==> src/rtl/i2cm_pkg.sv <==
package i2cm_pkg;

   localparam int OFS_CTRL = 0;
   localparam int OFS_STAT = 4;
   localparam int OFS_ADDR = 8;
   localparam int OFS_DATA = 12;
   localparam int OFS_LINE = 16;

   localparam int BYTE_W   = 8;

   typedef enum logic [3:0] {
      ST_IDLE,
      ST_START,
      ST_BLO,
      ST_BHI,
      ST_ALO,
      ST_AHI,
      ST_HOLD,
      ST_PLO,
      ST_PHI,
      ST_PREL
   } i2cm_state_e;

endpackage

==> src/rtl/i2cm_tick.sv <==
module i2cm_tick #(
   parameter int DIV_LO = 16,
   parameter int DIV_HI = 512,
   parameter int PRE_W  = 4
) (
   input  logic             clk,
   input  logic             rst_n,
   input  logic             run,
   input  logic             sel_hi,
   input  logic [PRE_W-1:0] pre,
   output logic             step
);
   localparam int SRC_W = $clog2(DIV_HI + 1);
   localparam logic [SRC_W-1:0] LO_END = SRC_W'(DIV_LO - 1);
   localparam logic [SRC_W-1:0] HI_END = SRC_W'(DIV_HI - 1);

   logic [SRC_W-1:0] src_cnt;
   logic [PRE_W-1:0] pre_cnt;
   logic             src_last;
   logic             pre_last;

   generate
      if (DIV_LO == DIV_HI) begin : g_fixed
         assign src_last = (src_cnt == LO_END);
         logic unused_sel;
         assign unused_sel = sel_hi;
      end else begin : g_select
         assign src_last = (src_cnt == (sel_hi ? HI_END : LO_END));
      end
   endgenerate

   assign pre_last = (pre_cnt >= pre);
   assign step     = run && src_last && pre_last;

   always_ff @(posedge clk or negedge rst_n) begin
      if (!rst_n) begin
         src_cnt <= '0;
         pre_cnt <= '0;
      end else if (!run) begin
         src_cnt <= '0;
         pre_cnt <= '0;
      end else if (src_last) begin
         src_cnt <= '0;
         pre_cnt <= pre_last ? '0 : pre_cnt + 1'b1;
      end else begin
         src_cnt <= src_cnt + 1'b1;
      end
   end
endmodule

==> src/rtl/i2cm_engine.sv <==
module i2cm_engine
   import i2cm_pkg::*;
(
   input  logic              clk,
   input  logic              rst_n,
   input  logic              step,
   output logic              run,
   input  logic              start,
   input  logic              mode_tx,
   input  logic              keep_on,
   input  logic              ack_en,
   input  logic              pend,
   input  logic              data_we,
   input  logic [BYTE_W-1:0] data_wdata,
   input  logic              sda_in,
   output logic              scl_oe,
   output logic              sda_oe,
   output logic              busy,
   output logic              arb_lost,
   output logic              last_bit,
   output logic [BYTE_W-1:0] shreg,
   output logic              byte_done
);
   localparam int CNT_W = $clog2(BYTE_W);

   i2cm_state_e      state;
   logic [CNT_W-1:0] bit_cnt;
   logic             tx_byte;
   logic             tx_low;
   logic             ack_low;

   assign tx_low    = tx_byte && !shreg[BYTE_W-1];
   assign ack_low   = !tx_byte && ack_en;
   assign busy      = (state != ST_IDLE);
   assign run       = (state != ST_IDLE) && (state != ST_HOLD);
   assign byte_done = (state == ST_AHI) && step;

   always_comb begin
      scl_oe = 1'b0;
      sda_oe = 1'b0;
      unique case (state)
         ST_IDLE:  begin scl_oe = 1'b0; sda_oe = 1'b0;    end
         ST_START: begin scl_oe = 1'b0; sda_oe = 1'b1;    end
         ST_BLO:   begin scl_oe = 1'b1; sda_oe = tx_low;  end
         ST_BHI:   begin scl_oe = 1'b0; sda_oe = tx_low;  end
         ST_ALO:   begin scl_oe = 1'b1; sda_oe = ack_low; end
         ST_AHI:   begin scl_oe = 1'b0; sda_oe = ack_low; end
         ST_HOLD:  begin scl_oe = 1'b1; sda_oe = ack_low; end
         ST_PLO:   begin scl_oe = 1'b1; sda_oe = 1'b1;    end
         ST_PHI:   begin scl_oe = 1'b0; sda_oe = 1'b1;    end
         ST_PREL:  begin scl_oe = 1'b0; sda_oe = 1'b0;    end
         default:  begin scl_oe = 1'b0; sda_oe = 1'b0;    end
      endcase
   end

   always_ff @(posedge clk or negedge rst_n) begin
      if (!rst_n) begin
         state    <= ST_IDLE;
         bit_cnt  <= '0;
         tx_byte  <= 1'b1;
         shreg    <= '0;
         arb_lost <= 1'b0;
         last_bit <= 1'b0;
      end else begin
         unique case (state)
            ST_IDLE: begin
               if (data_we) shreg <= data_wdata;
               if (start) begin
                  state    <= ST_START;
                  tx_byte  <= 1'b1;
                  arb_lost <= 1'b0;
               end
            end
            ST_START: if (step) begin
               state   <= ST_BLO;
               bit_cnt <= CNT_W'(BYTE_W - 1);
            end
            ST_BLO: if (step) state <= ST_BHI;
            ST_BHI: if (step) begin
               if (tx_byte && shreg[BYTE_W-1] && !sda_in) begin
                  arb_lost <= 1'b1;
                  state    <= ST_IDLE;
               end else begin
                  shreg <= {shreg[BYTE_W-2:0], sda_in};
                  if (bit_cnt == '0) begin
                     state <= ST_ALO;
                  end else begin
                     bit_cnt <= bit_cnt - 1'b1;
                     state   <= ST_BLO;
                  end
               end
            end
            ST_ALO: if (step) state <= ST_AHI;
            ST_AHI: if (step) begin
               last_bit <= sda_in;
               state    <= ST_HOLD;
            end
            ST_HOLD: begin
               if (data_we) shreg <= data_wdata;
               if (!pend) begin
                  if (!keep_on) begin
                     state <= ST_PLO;
                  end else begin
                     state   <= ST_BLO;
                     bit_cnt <= CNT_W'(BYTE_W - 1);
                     tx_byte <= mode_tx;
                  end
               end
            end
            ST_PLO:  if (step) state <= ST_PHI;
            ST_PHI:  if (step) state <= ST_PREL;
            ST_PREL: if (step) state <= ST_IDLE;
            default: state <= ST_IDLE;
         endcase
      end
   end
endmodule

==> src/rtl/i2cm_regs.sv <==
module i2cm_regs
   import i2cm_pkg::*;
#(
   parameter int ADDR_W = 5,
   parameter int PRE_W  = 4
) (
   input  logic              clk,
   input  logic              rst_n,
   input  logic [ADDR_W-1:0] reg_addr,
   input  logic              reg_we,
   input  logic [BYTE_W-1:0] reg_wdata,
   output logic [BYTE_W-1:0] reg_rdata,
   input  logic              eng_busy,
   input  logic              arb_lost,
   input  logic              last_bit,
   input  logic [BYTE_W-1:0] shreg,
   input  logic              byte_done,
   output logic              ack_en,
   output logic              clk_hi,
   output logic              pend,
   output logic [PRE_W-1:0]  pre,
   output logic              mode_tx,
   output logic              keep_on,
   output logic              start,
   output logic              data_we,
   output logic              irq
);
   logic       irq_en;
   logic [1:0] mode;
   logic       out_en;
   logic [BYTE_W-1:0] own_addr;
   logic [2:0] line_ctl;
   logic sel_ctrl, sel_stat, sel_addr, sel_data, sel_line;

   assign sel_ctrl = (reg_addr == ADDR_W'(OFS_CTRL));
   assign sel_stat = (reg_addr == ADDR_W'(OFS_STAT));
   assign sel_addr = (reg_addr == ADDR_W'(OFS_ADDR));
   assign sel_data = (reg_addr == ADDR_W'(OFS_DATA));
   assign sel_line = (reg_addr == ADDR_W'(OFS_LINE));

   assign start   = reg_we && sel_stat && reg_wdata[7] && reg_wdata[5]
                    && reg_wdata[4] && !eng_busy;
   assign data_we = reg_we && sel_data;
   assign mode_tx = mode[0];
   assign irq     = pend && irq_en;

   always_ff @(posedge clk or negedge rst_n) begin
      if (!rst_n) begin
         ack_en   <= 1'b0;
         clk_hi   <= 1'b0;
         irq_en   <= 1'b0;
         pend     <= 1'b0;
         pre      <= '0;
         mode     <= 2'b00;
         keep_on  <= 1'b0;
         out_en   <= 1'b0;
         own_addr <= '0;
         line_ctl <= '0;
      end else begin
         if (byte_done) begin
            pend <= 1'b1;
         end else if (reg_we && sel_ctrl && !reg_wdata[4]) begin
            pend <= 1'b0;
         end
         if (reg_we && sel_ctrl) begin
            ack_en <= reg_wdata[7];
            clk_hi <= reg_wdata[6];
            irq_en <= reg_wdata[5];
            pre    <= reg_wdata[PRE_W-1:0];
         end
         if (reg_we && sel_stat) begin
            mode    <= reg_wdata[7:6];
            keep_on <= reg_wdata[5];
            out_en  <= reg_wdata[4];
         end
         if (reg_we && sel_addr) own_addr <= reg_wdata;
         if (reg_we && sel_line) line_ctl <= reg_wdata[2:0];
      end
   end

   always_comb begin
      reg_rdata = '0;
      if (sel_ctrl) reg_rdata = {ack_en, clk_hi, irq_en, pend, 4'(pre)};
      if (sel_stat) reg_rdata = {mode, eng_busy, out_en, arb_lost, 2'b00, last_bit};
      if (sel_addr) reg_rdata = own_addr;
      if (sel_data) reg_rdata = shreg;
      if (sel_line) reg_rdata = {5'b0, line_ctl};
   end
endmodule

==> src/rtl/i2cm_ctrl.sv <==
module i2cm_ctrl
   import i2cm_pkg::*;
#(
   parameter int ADDR_W = 5,
   parameter int PRE_W  = 4,
   parameter int DIV_LO = 16,
   parameter int DIV_HI = 512
) (
   input  logic              clk,
   input  logic              rst_n,
   input  logic [ADDR_W-1:0] reg_addr,
   input  logic              reg_we,
   input  logic [7:0]        reg_wdata,
   output logic [7:0]        reg_rdata,
   input  logic              sda_in,
   output logic              scl_oe,
   output logic              sda_oe,
   output logic              irq
);
   if (ADDR_W < 5) begin : g_bad_addr
      $error("i2cm_ctrl: ADDR_W must reach offset 0x10");
   end
   if (PRE_W < 1 || PRE_W > 4) begin : g_bad_pre
      $error("i2cm_ctrl: PRE_W must be 1..4");
   end
   if (DIV_LO < 2 || DIV_HI < DIV_LO) begin : g_bad_div
      $error("i2cm_ctrl: need 2 <= DIV_LO <= DIV_HI");
   end

   logic             step, run, start, data_we;
   logic             ack_en, clk_hi, pend, mode_tx, keep_on;
   logic [PRE_W-1:0] pre;
   logic             eng_busy, arb_lost, last_bit, byte_done;
   logic [BYTE_W-1:0] shreg;

   i2cm_regs #(.ADDR_W(ADDR_W), .PRE_W(PRE_W)) regs_i (
      .clk(clk), .rst_n(rst_n),
      .reg_addr(reg_addr), .reg_we(reg_we), .reg_wdata(reg_wdata), .reg_rdata(reg_rdata),
      .eng_busy(eng_busy), .arb_lost(arb_lost), .last_bit(last_bit), .shreg(shreg),
      .byte_done(byte_done),
      .ack_en(ack_en), .clk_hi(clk_hi), .pend(pend), .pre(pre),
      .mode_tx(mode_tx), .keep_on(keep_on), .start(start), .data_we(data_we), .irq(irq)
   );

   i2cm_tick #(.DIV_LO(DIV_LO), .DIV_HI(DIV_HI), .PRE_W(PRE_W)) tick_i (
      .clk(clk), .rst_n(rst_n), .run(run), .sel_hi(clk_hi), .pre(pre), .step(step)
   );

   i2cm_engine eng_i (
      .clk(clk), .rst_n(rst_n), .step(step), .run(run), .start(start),
      .mode_tx(mode_tx), .keep_on(keep_on), .ack_en(ack_en), .pend(pend),
      .data_we(data_we), .data_wdata(reg_wdata), .sda_in(sda_in),
      .scl_oe(scl_oe), .sda_oe(sda_oe), .busy(eng_busy), .arb_lost(arb_lost),
      .last_bit(last_bit), .shreg(shreg), .byte_done(byte_done)
   );
endmodule

==> config.mk <==
export PLATFORM = sky130hd
export DESIGN_NAME = i2cm_ctrl
export DESIGN_NICKNAME = d
export VERILOG_FILES = /design/src/rtl/i2cm_pkg.sv /design/src/rtl/i2cm_tick.sv /design/src/rtl/i2cm_engine.sv /design/src/rtl/i2cm_regs.sv /design/src/rtl/i2cm_ctrl.sv
export SDC_FILE = /design/constraint.sdc
export NUM_CORES = 1
export LEC_CHECK = 0
export CORE_UTILIZATION = 30
export DETAILED_ROUTE_END_ITERATION = 10
export PLACE_DENSITY = 0.58
export SYNTH_ARGS = -nofsm -noshare
export SYNTH_HDL_FRONTEND = slang
export SYNTH_SLANG_ARGS = --single-unit
==> constraint.sdc <==
create_clock -name clk -period 2.48 [get_ports clk]
set_input_delay 0.496 -clock clk [delete_from_list [all_inputs] [get_ports clk]]
set_output_delay 0.496 -clock clk [all_outputs]
set_load 0.005 [all_outputs]
==> results.md, run 1 <==
- The flow ran to the end, but the final reports show violations.
- The final reports fail on design-rule violations.
- The share of total power in the clock network is 21.0%.
- The number of antenna violations at the first check in global routing is 0.
- On the worst path, the slowest cell contributes a delay of 0.49 ns.
- The relative max-transition margin is 52.4%.
- The terminus of the critical flop-to-flop path is eng_i.bit_cnt[1]$_DFFE_PN0P_.
- Of all nets on the critical path, the largest fanout is 5.
- The number of H-tree levels is 2.
- The net switching power figure is 0.947 mW.
- The sequential fraction of design power is 42.9%.
- The root buffer cell chosen for the clock tree is sky130_fd_sc_hd__clkbuf_8.
- The number of endpoints with negative hold slack in the final report is 0.
- The die area is 10,900 um^2.
- Clock-pin slew was measured on the worst setup and hold paths at 0.10 ns.
- The slack of the worst reg-to-reg path is 0.17 ns.
- The sum of negative setup slack is 0 ns.
- The transition at the pin with the smallest max-transition slack is 0.714 ns.
- The CTS tree is done.
- By startpoint and endpoint, the worst setup path is classified as in -> out.
- The power density over cell area is 712 nW/um^2.
- The count of buffer and inverter cells on the critical path is 3.
- 28 I/O pins were placed.
- The final critical-path required period is 2.42 ns.
- Walking the worst path, the cells encountered are clkdlybuf4s15_2 -> buf_12 -> mux4_2 -> and2_1 -> clkdlybuf4s50_1.
- The core region is 10,200 um^2.
- The number of register bits inferred by synthesis is 55.
- For this design the static power due to leakage is 1.84 nW.
- The critical path's slowest cell is sky130_fd_sc_hd__mux4_2.
- The DRC violation count after routing is 2.
- The net count of the mapped netlist is 324.
- The number of cells on the worst reg-to-reg path is 8.
- Clock latency on the worst-skew pair, taken at its later pin, is 0.31 ns.
- The average instance area after synthesis is 10.5 um^2.
- The number of instances in the synthesized netlist is 299.
- The tool flagged a number of max-cap violations equal to 0.
- The detail route stage leaves a number of antenna-violating nets equal to 0.
- The number of enable flip-flop cells after synthesis is 0.
- In this run the deepest clock path goes through 2 buffers.
- The floorplan step set the die height to 104 um.
- The number of cells in the finished layout apart from fillers is 494.
- For this configuration, the core starts out at a cell density of 30.8%.
- Counting tap cells, the placed design contains a total of 473 instances.
- The weighted congestion reported at the end of routability-driven placement is 0.778.
- The number of antenna cells inserted is 0.
- The largest net degree at the start of global routing is 56.
- The pre-antenna-repair detailed-routing pass consisted of 9 iterations.
- After legalization and detailed placement, the total HPWL measured 5480 um.
- Cell internal power was estimated by the tool at 1.88 mW.
- The critical path data required time is 1.98 ns.
- The area growth from synthesis to layout is 26.0%.
- The max-slew violation count came to 0.
- The via density per instance is 4.98.
- Setup repair after global routing left no endpoint under its margin.
- The family with the most delay on the worst path is buffers and inverters.
- The post-route netlist has 29.3% of its cells at a drive strength greater than 1.
- The count of input and output buffers is 27.
- The total routing resource utilization after global routing is 14.7%.
- The number of vias after detailed routing is 2,462.
- The worst-case IR drop observed on VDD is 0.000288 V.
- The path class of the tightest hold or removal check is in -> async.
- The clock skew is 0.0117 ns.
- The first global-routing pass estimated 12,800 um of wire.
- The distinct cell type count after synthesis is 58.
- After synthesis, the share of flip-flops with an asynchronous set or reset is 100%.
- The net total in the final layout is 383.
- The final cell utilization of the core is 38.8%.
- The total grt overflow is 0.
- The detailed-route wire length per cell is 15.3 um.
- The cell area that synthesis handed to floorplanning was 3150 um^2.
- The sequential element share of the synthesized area is 43.8%.
- The die outline width is 104 um.
- The number of warning messages in the yosys log is 0.
- The category of the worst setup path capture point is a primary output.
- The floorplan has 37 rows.
- Net switching is 33.5% of the power.
- The type of element launching the critical path is an input port.
- In this run, the number of DRC markers left after iteration 0 of detailed routing was 118.
- The clock buffer count from CTS is 5.
- Static timing analysis puts the maximum clock frequency at 0.414 GHz.
- The total wire length after detailed routing is 7550 um.
- Per report_power, the combinational group accounts for 36.1% of the total.
- The number of global-route vias before repair was 2,493.
- The number of clock sinks seen by CTS is 55.
- The commonest register cell after synthesis is sky130_fd_sc_hd__dfrtp_1.
- The arrival time at the worst endpoint is 1.92 ns.
- Setup violations remaining at the end of the flow were counted as 0.
- The launch instance of the worst register-to-register path is tick_i.pre_cnt[0]$_DFFE_PN0P_.
- The worst path uses 97.4% of the clock period.
## metrics by stage
step / power [mW] / area (um^2) / hold WS, ns / setup WS (ns)
after floorplan: 1.83 / 3150 / 0.200 / 0.341
after CTS: 2.84 / 3930 / 0.341 / 0.0322
after global routing: 3.02 / 3970 / 0.372 / 0.000791
final: 2.82 / 3970 / 0.300 / 0.0649
after detailed placement: 2.18 / 3700 / 0.482 / -0.303
after global placement: 2.15 / 3700 / 0.474 / -0.300
## synth_stat cells (2+ instances only)
cell,instances,area share [%]
sky130_fd_sc_hd__nand2_1,40,4.8
sky130_fd_sc_hd__and3_1,3,0.60
sky130_fd_sc_hd__inv_1,15,1.8
sky130_fd_sc_hd__a311oi_1,2,0.56
sky130_fd_sc_hd__o22ai_1,4,0.80
sky130_fd_sc_hd__xor2_1,4,1.1
sky130_fd_sc_hd__dfrtp_1,54,43
sky130_fd_sc_hd__o21ai_0,10,1.6
sky130_fd_sc_hd__a21oi_1,6,0.95
sky130_fd_sc_hd__a22o_1,5,1.4
sky130_fd_sc_hd__nor3b_1,2,0.48
sky130_fd_sc_hd__buf_6,2,0.72
sky130_fd_sc_hd__buf_2,2,0.32
sky130_fd_sc_hd__a31oi_1,4,0.80
sky130_fd_sc_hd__nand3_1,8,1.3
sky130_fd_sc_hd__mux2_2,33,12
sky130_fd_sc_hd__nor3_1,3,0.48
sky130_fd_sc_hd__nand4_1,2,0.40
sky130_fd_sc_hd__ha_1,8,3.2
sky130_fd_sc_hd__mux2i_1,2,0.64
sky130_fd_sc_hd__and2_1,8,1.6
sky130_fd_sc_hd__nand2b_1,3,0.60
sky130_fd_sc_hd__mux4_2,6,4.3
sky130_fd_sc_hd__xnor2_1,6,1.7
sky130_fd_sc_hd__clkbuf_1,8,0.95
sky130_fd_sc_hd__nor2_1,25,3.0
sky130_fd_sc_hd__o211ai_1,2,0.48
sky130_fd_sc_hd__clkbuf_4,2,0.48
## cell families (layout without fill, tap and decap cells)
kind of cell    count (synthesis)  count (layout)  share of synthesized area [%]
simple gates                  105             105                           16.8
xor+xnor                       10              10                           2.78
fa+ha+maj                       8               8                           3.18
compound gates                 48              48                           11.4
mux                            43              43                           17.6
buf+inv                        30              89                           4.49
flops                          55              55                           43.8
## final cells by class
| class | instances | area [um^2] |
|---|---|---|
| clock buffers | 5 | 68.8 |
| clock inverters | 2 | 37.5 |
| fillers | 1010 | 6270 |
| inverters | 15 | 56.3 |
| multi-input cells | 214 | 1650 |
| flip-flops and latches | 55 | 1380 |
| well taps | 136 | 170 |
| repair buffers | 67 | 599 |
## worst max path at each step
stage | start | end | slack, ns | depth (start not counted)
after floorplan | tick_i.pre_cnt[0]$_DFFE_PN0P_ | eng_i.shreg[6]$_DFFE_PN0P_ | 0.34 | 8
after global placement | reg_addr[3] | reg_rdata[7] | -0.30 | 4
after detailed placement | reg_addr[2] | reg_rdata[1] | -0.30 | 6
after CTS | reg_addr[4] | reg_rdata[3] | 0.03 | 5
after global routing | reg_addr[1] | reg_rdata[3] | 0.0008 | 5
final | reg_addr[2] | reg_rdata[6] | 0.06 | 5
## flip-flops by register name, summed over array words and instances, names as in the netlist, 2 cells and up
signal           count
regs_i.own_addr      8
regs_i.pre           4
regs_i.line_ctl      3
tick_i.pre_cnt       4
regs_i.mode          2
eng_i.bit_cnt        3
eng_i.shreg          8
tick_i.src_cnt      10
eng_i.state          4
## per-layer routing
metal / track usage, % / vias to the layer above / routed length (um)
li1: - / 1188 / -
met1: 20.4 / 1214 / 3620
met2: 23.3 / 47 / 3540
met3: 2.69 / 13 / 254
met5: 0 / - / 0
met4: 3.98 / 0 / 137
## placed cells by master (no fill, tap or decap), types with 6 or more instances in the layout
master                            instances
sky130_fd_sc_hd__nor2_1                  23
sky130_fd_sc_hd__dlygate4sd2_1            7
sky130_fd_sc_hd__buf_4                   38
sky130_fd_sc_hd__nand2_1                 40
sky130_fd_sc_hd__mux4_2                   6
sky130_fd_sc_hd__mux2_2                  33
sky130_fd_sc_hd__a21oi_1                  6
sky130_fd_sc_hd__o21ai_0                  9
sky130_fd_sc_hd__dfrtp_1                 52
sky130_fd_sc_hd__ha_1                     8
sky130_fd_sc_hd__nand3_1                  8
sky130_fd_sc_hd__inv_1                   15
sky130_fd_sc_hd__and2_1                   9
sky130_fd_sc_hd__clkdlybuf4s50_1         16
## power by group through the flow
| stage | clock network, mW | registers (mW) | logic, mW |
|---|---|---|---|
| after floorplan | 0 | 1.18 | 0.654 |
| after global placement | 0 | 1.23 | 0.922 |
| after detailed placement | 0 | 1.24 | 0.941 |
| after CTS | 0.611 | 1.22 | 1.01 |
| after global routing | 0.650 | 1.24 | 1.14 |
| final | 0.592 | 1.21 | 1.02 |
## timing repair
| action | CTS | global route |
|---|---|---|
| pin swaps | 1 | 0 |
| hold endpoints to repair | 0 | 0 |
| endpoints found under the setup margin | 10 | 4 |
| setup buffers | 9 | 4 |
| resized for setup | 21 | 2 |
| cloned | 1 | 0 |
| hold buffers | 0 | 0 |
No activity file was read; power rests on OpenSTA's default activity.
==> inputs of run 2 (changes only) <==
Settings changed: CTS_BUF_LIST from default to sky130_fd_sc_hd__clkbuf_8.
==> results of run 2 <==
No change in the layout: final DEF, timing and power equal those of run 1.
